==> config.mk <==
export PLATFORM = sky130hd
export DESIGN_NAME = bitshift_unit
export DESIGN_NICKNAME = d
export VERILOG_FILES = /design/src/rtl/shift_pkg.sv /design/src/rtl/shift_fill.sv /design/src/rtl/shift_core.sv /design/src/rtl/bitshift_unit.sv
export SDC_FILE = /design/constraint.sdc
export NUM_CORES = 1
export LEC_CHECK = 0
export CAP_MARGIN = 0
export CORE_AREA = 2 2 39 41
export CTS_CLUSTER_DIAMETER = 150
export CTS_CLUSTER_SIZE = 12
export DETAILED_ROUTE_END_ITERATION = 16
export DIE_AREA = 0 0 41 43
export DONT_BUFFER_PORTS = 1
export GPL_TIMING_DRIVEN = 0
export PLACE_DENSITY = 0.66
export REMOVE_ABC_BUFFERS = 1
export SETUP_SLACK_MARGIN = 0.5
export SYNTH_ARGS = -nofsm -noshare
export SYNTH_HDL_FRONTEND = slang
export SYNTH_SLANG_ARGS = --single-unit
==> constraint.sdc <==
create_clock -name clk -period 4 [get_ports clk]
set_clock_uncertainty 0.15 [all_clocks]
set_input_delay 0.8 -clock clk [delete_from_list [all_inputs] [get_ports clk]]
set_output_delay 0.8 -clock clk [all_outputs]
set_load 0.02 [all_outputs]
==> src/rtl/shift_pkg.sv <==
package shift_pkg;

    localparam int WORD_W = 8;

    typedef enum logic [1:0] {
        OP_LOGIC = 2'd0,
        OP_ARITH = 2'd1,
        OP_ROT   = 2'd2,
        OP_ROTC  = 2'd3
    } shift_op_e;

    typedef enum logic [1:0] {
        REP_SIGNMAG = 2'd0,
        REP_ONES    = 2'd1,
        REP_TWOS    = 2'd2,
        REP_TWOS_X  = 2'd3
    } num_repr_e;

    typedef struct packed {
        shift_op_e op;
        num_repr_e repr;
        logic      right;
        logic      cin;
    } step_ctrl_t;

    // Bit entering the vacated magnitude slot of an arithmetic shift.
    function automatic logic arith_fill(input num_repr_e repr, input logic neg, input logic right);
        logic f;
        if (!neg) begin
            f = 1'b0;
        end else begin
            case (repr)
                REP_SIGNMAG: f = 1'b0;
                REP_ONES:    f = 1'b1;
                default:     f = right;
            endcase
        end
        return f;
    endfunction

endpackage

==> src/rtl/shift_fill.sv <==
module shift_fill
    import shift_pkg::*;
(
    input  step_ctrl_t ctrl,
    input  logic       sign_bit,
    output logic       fill_bit
);
    always_comb begin
        case (ctrl.op)
            OP_LOGIC: fill_bit = 1'b0;
            OP_ARITH: fill_bit = arith_fill(ctrl.repr, sign_bit, ctrl.right);
            OP_ROTC:  fill_bit = ctrl.cin;
            default:  fill_bit = 1'b0;
        endcase
    end
endmodule

==> src/rtl/shift_core.sv <==
module shift_core
    import shift_pkg::*;
#(
    parameter int W = WORD_W
) (
    input  step_ctrl_t   ctrl,
    input  logic [W-1:0] din,
    output logic [W-1:0] dout,
    output logic         cout
);
    localparam int MSB = W - 1;

    logic fill;

    shift_fill u_fill (
        .ctrl     (ctrl),
        .sign_bit (din[MSB]),
        .fill_bit (fill)
    );

    always_comb begin
        dout = din;
        cout = 1'b0;
        case (ctrl.op)
            OP_ARITH: begin
                if (ctrl.right) begin
                    dout = {din[MSB], fill, din[MSB-1:1]};
                    cout = din[0];
                end else begin
                    dout = {din[MSB], din[MSB-2:0], fill};
                    cout = din[MSB-1];
                end
            end
            OP_ROT: begin
                if (ctrl.right) begin
                    dout = {din[0], din[MSB:1]};
                    cout = din[0];
                end else begin
                    dout = {din[MSB-1:0], din[MSB]};
                    cout = din[MSB];
                end
            end
            default: begin
                if (ctrl.right) begin
                    dout = {fill, din[MSB:1]};
                    cout = din[0];
                end else begin
                    dout = {din[MSB-1:0], fill};
                    cout = din[MSB];
                end
            end
        endcase
    end
endmodule

==> src/rtl/bitshift_unit.sv <==
module bitshift_unit
    import shift_pkg::*;
(
    input  logic                clk,
    input  logic                rst,
    input  logic                start,
    input  logic [WORD_W-1:0]   operand,
    input  logic [1:0]          op,
    input  logic [1:0]          repr,
    input  logic                dir_right,
    input  logic                carry_in,
    output logic [WORD_W-1:0]   result,
    output logic                carry_out
);
    localparam int MSB = WORD_W - 1;

    step_ctrl_t          ctrl;
    logic [WORD_W-1:0]   next_word;
    logic                next_carry;

    assign ctrl = '{op: shift_op_e'(op), repr: num_repr_e'(repr), right: dir_right, cin: carry_in};

    shift_core #(.W(WORD_W)) u_core (
        .ctrl (ctrl),
        .din  (operand),
        .dout (next_word),
        .cout (next_carry)
    );

    always_ff @(posedge clk) begin
        if (rst) begin
            result    <= '0;
            carry_out <= 1'b0;
        end else if (start) begin
            result    <= next_word;
            carry_out <= next_carry;
        end
    end

    a_r1_reset_clears: assert property (@(posedge clk)
        rst |=> (result == '0 && carry_out == 1'b0));

    a_r2_idle_holds: assert property (@(posedge clk) disable iff (rst)
        !start |=> ($stable(result) && $stable(carry_out)));

    a_r3_logic_zero_fill: assert property (@(posedge clk) disable iff (rst)
        (start && op == 2'd0) |=>
            ($past(dir_right) ? (result[MSB] == 1'b0) : (result[0] == 1'b0)));

    a_r4_sign_kept: assert property (@(posedge clk) disable iff (rst)
        (start && op == 2'd1) |=> (result[MSB] == $past(operand[MSB])));

    a_r10_rotate_loop: assert property (@(posedge clk) disable iff (rst)
        (start && op == 2'd2) |=>
            ($past(dir_right)
                ? (result[MSB] == $past(operand[0]) && carry_out == $past(operand[0]))
                : (result[0] == $past(operand[MSB]) && carry_out == $past(operand[MSB]))));

    a_r11_carry_loop: assert property (@(posedge clk) disable iff (rst)
        (start && op == 2'd3) |=>
            ($past(dir_right)
                ? (result[MSB] == $past(carry_in) && carry_out == $past(operand[0]))
                : (result[0] == $past(carry_in) && carry_out == $past(operand[MSB]))));
endmodule

==> After elaboration in Yosys (flattened, before gate mapping) <==
Index checks and enable logic that the tools add are counted.
{ "word_totals": {"register_bits": 9, "out_inout_bits": 9, "inputBits": 17, "elab_cells": 17} }
{ "classes": {"mux": 10, "n_eq_ne": 4, "reduce_logical": 1} }
{ "ops": {"columns": ["op", "n"], "rows": [
  ["two-way mux 8 bit", 2],
  ["one-hot mux 8 bit (2 select lines)", 1],
  ["two-way mux 7 bit", 1],
  ["== test 2 x 1 -> 1 bit, second input constant", 2],
  ["== test 2 bit, second input constant", 2],
  ["two-way mux 1 bit", 4],
  ["one-hot mux 1 bit (2 select lines)", 2],
  ["zero test 2 bit", 1]
]} }

==> Depth between registers and ports, before layout <==
{ "depth": {"depth_word": 6, "depth_mapped": 5, "mapped_depth_nobuf": 5} }

==> Modules after synthesis <==
A second synthesis with hierarchy kept.
{ "hier_totals": {"hier_cells": 62, "hier_area_um2": 581.8} }
{ "modules_own_cells": {"columns": ["module", "instances", "cells_per_inst", "seq_area_each_um2", "area_per_inst_um2"], "rows": [
  ["bitshift_unit", 1, 29, 180.2, 319.1],
  ["shift_core", 1, 29, 0.0, 235.2],
  ["shift_fill", 1, 4, 0.0, 27.5]
]} }

==> Least setup slack after synthesis <==
No wires, ideal clock.
{ "synth_path": {"path_kind": "input to register", "from": "input op[0]", "to": "register result[6]", "path_buffers": 0, "setup_slack_ps": 2070, "arrival_ps": 1691, "required_time_ps": 3762, "cell_stages": 5, "setup_ps": 88, "path_cell_list": "inv_1 > ha_1 > and2b_2 > o221ai_2 > a311oi_2"} }
{ "synth_via": {"elab_chain_cells": 4, "elab_cells_between_ends": 6, "cone_classes": "3 x eq/ne; 3 x mux"} }
{ "synth_rtl": {"columns": ["item", "line_no", "source"], "rows": [
  ["from (decl)", "bitshift_unit.sv:8", "input logic [1:0] op,"],
  ["== test 2 bit / == test 2 x 1 -> 1 bit (equally long branches)", "shift_fill.sv:9, shift_core.sv:24", null],
  ["one-hot mux 1 bit (2 select lines)", "shift_fill.sv:9", "case (ctrl.op)"],
  ["two-way mux 7 bit", "shift_core.sv:26", "if (ctrl.right) begin"],
  ["one-hot mux 8 bit (2 select lines) *", "shift_core.sv:24", "case (ctrl.op)"],
  ["to (signal assigned)", "bitshift_unit.sv:35", "result <= next_word;"],
  ["to (decl)", "bitshift_unit.sv:12", "output logic [WORD_W-1:0] result,"]
]} }
Every way passes the cells marked *; elsewhere a longest branch is shown, timed or not.
A chain may end at the register's enable or synchronous reset.

==> Worst setup path in the final report <==
Same ends and word-level chain as after synthesis.

==> results_dict.tcl <==
set metrics [dict create \
    status "complete, no violations" \
    grt_pass1_vias 440 \
    rsz0062_at_grt "false" \
    vdd_drop_max_mv 0.1381 \
    overflow 0 \
    hold_violations 0 \
    min_period_ns 1.729 \
    grt_pass1_wl_um 1787 \
    p_leak_nw 0.2528 \
    h-tree-depth 1 \
    antenna_cells 0 \
    chipWidth_um 41 \
    avgViaCountPerCell 6.051 \
    worstPathMaxFanout 6 \
    row_count 14 \
    maxCapViolCount 0 \
    crit_type "in -> reg" \
    grt_start_max_net_pins 19 \
    clk_pin_slew_ns 0.06 \
    endpoint_kind "flip-flop" \
    synthCells 64 \
    worst_slew_pin_slew_ns 0.2664 \
    cts_tree "done" \
    drt_wl_total_um 1176 \
    start_util_pct 43.94 \
    core-area_um2 1384 \
    syn_area_um2 608.1 \
    yosysSeqAreaShare_pct 29.63 \
    wire_per_inst_um 14.89 \
    die_h_um 43 \
    drive_gt1_share_pct 14.29 \
    r2r_slack_ns 3.01 \
    post-dp-hpwl_um 893.5 \
    cts_root_buf "clkbuf_4" \
    clk_latency_ns 0.25 \
    cts-resized-gates 0 \
    maxSlewViolCount 0 \
    routabilityCongestion 0.7582 \
    numCtsBuffers 3 \
    setup_tns_ns 0 \
    crit_path_start_kind "input port" \
    cts_hold_buf 0 \
    nFillCells 151 \
    port_buffers 0 \
    hp-class "reg -> reg" \
    antenna_left 0 \
    route.detailed.drc 0 \
    synth-seq-cells 9 \
    post_cts_buffers 0 \
    max_freq_mhz 578.4 \
    power_density_nw_per_um2 338.4 \
    drt_iter0_drc 7 \
    fin_cells 79 \
    cp_slowest_cell "ha_1" \
    required_ns 4.02 \
    vias 478 \
    path_cells "inv_1, ha_1, and2b_2, o221ai_2, a311oi_2" \
    final_util_pct 44.39 \
    dr.pass1.iters 4 \
    track_usage_pct 14.96 \
    period_share_pct 43.22 \
    ioPinCount 26 \
    syn2layout_area_growth_pct 1.029 \
    yosysWarningCount 0 \
    cpPeakStageDelay_ns 0.35 \
    cts.sinks 9 \
    avgSynthCellArea_um2 9.501 \
    layout.nets 84 \
    antenna_found_initial 0 \
    relSlewSlack_pct 82.24 \
    setup_viol 0 \
    ys_types 27 \
    die_area_um2 1763 \
    place_inst 75 \
    arrival_ns 1.75 \
    cts_buffer_depth 2 \
]
-- registers in the layout, summed over array words and instances (netlist names) --
name / cells
carry_out: 1
result: 8
-- kinds of logic (layout without fill, tap and decap cells) --
logic type               Yosys count  in the layout  synth area share [%]
multiplexers                       8              8                 13.37
AND/OR/NAND/NOR                   17             17                 13.79
flip-flops                         9              9                 29.63
adder cells (fa/ha/maj)            3              3                 6.173
buffers and inverters              8              7                 8.435
AO/OA/AOI/OAI                     19             19                 28.60
-- cells in the final DEF (no fill, tap or decap) --
cell type	instances
o211ai_1	1
ha_1	3
o221ai_2	1
mux2i_1	7
a311oi_2	1
inv_1	3
clkbuf_1	1
nand4b_1	1
mux2_2	1
o21ai_0	1
dfxtp_1	9
o211a_1	1
a211oi_1	5
nor2_1	10
o21a_1	1
o221ai_1	2
and2b_2	1
nand2_1	1
a221oi_2	1
clkbuf_4	3
a211oi_2	1
a21bo_1	1
a21oi_1	2
o221a_1	1
nand2b_1	4
-- stage by stage --
step	hold WS (ns)	instance area, um^2	total power [mW]	worst slack (ns)
after CTS	0.4159	614.3	0.2113	2.271
after floorplan	0.3864	568.0	0.1368	2.070
after detailed placement	0.4066	588.1	0.1413	2.000
after global placement	0.4036	588.1	0.1406	2.012
after global routing	0.4327	614.3	0.2192	2.192
final	0.4140	614.3	0.2079	2.271
-- report_power, final --
group,switching [mW],internal [mW],total [mW],leakage [nW]
Combinational,0.0129,0.0174,0.0303,0.163
Sequential,0.0122,0.0965,0.109,0.0747
Clock,0.0305,0.0384,0.0689,0.0150
-- synth_stat cells (all sizes together) --
cell / instances / area [um^2]
a221oi: 1 / 15.01
and2b: 1 / 8.760
nand2: 1 / 3.750
o21a: 1 / 7.510
a21bo: 1 / 10.01
o221a: 1 / 11.26
inv: 3 / 11.26
o21ai: 1 / 5.000
mux2i: 7 / 70.07
nand4b: 1 / 8.760
nor2: 10 / 37.54
mux2: 1 / 11.26
a211oi: 6 / 50.05
o211a: 1 / 10.01
nand2b: 4 / 25.02
ha: 3 / 37.54
a21oi: 2 / 10.01
o221ai: 3 / 32.53
o211ai: 1 / 7.510
dfxtp: 9 / 180.2
a311oi: 1 / 15.01
buf: 5 / 40.03
-- critical path: cells and delay by family --
kind                       cells  cell delay (ns)
adders and majority gates      1             0.35
buffers and inverters          1             0.02
AOI/OAI and AO/OA              2             0.34
and+or+nand+nor                1             0.24
-- routing by layer --
layer	track usage (%)	wire (um)	up-vias	part of all wire, %
li1	-	-	233	-
met1	18.33	490	219	42
met2	22.19	546	24	46
met3	3.141	124	2	11
met4	10.00	14	0	1.2
met5	0	0	-	0
-- area by class of cell --
| cell class | count | area [um^2] | area share (%) |
|---|---|---|---|
| multi-input cells | 47 | 376.6 | 61.30 |
| flip-flops and latches | 9 | 180.2 | 29.33 |
| clock buffers | 4 | 26.28 | 4.277 |
| well taps | 16 | 20.02 | 3.259 |
| inverters | 3 | 11.26 | 1.833 |
-- worst paths after layout --
kind	from	endpoint	depth (start not counted)
setup / recovery	op[0]	result[6]	5
hold / removal	carry_out	carry_out	2
setup reg to reg	result[6]	result[6]	2
hold reg to reg	carry_out	carry_out	2
Note: power is estimated with default switching activity, not from simulation.
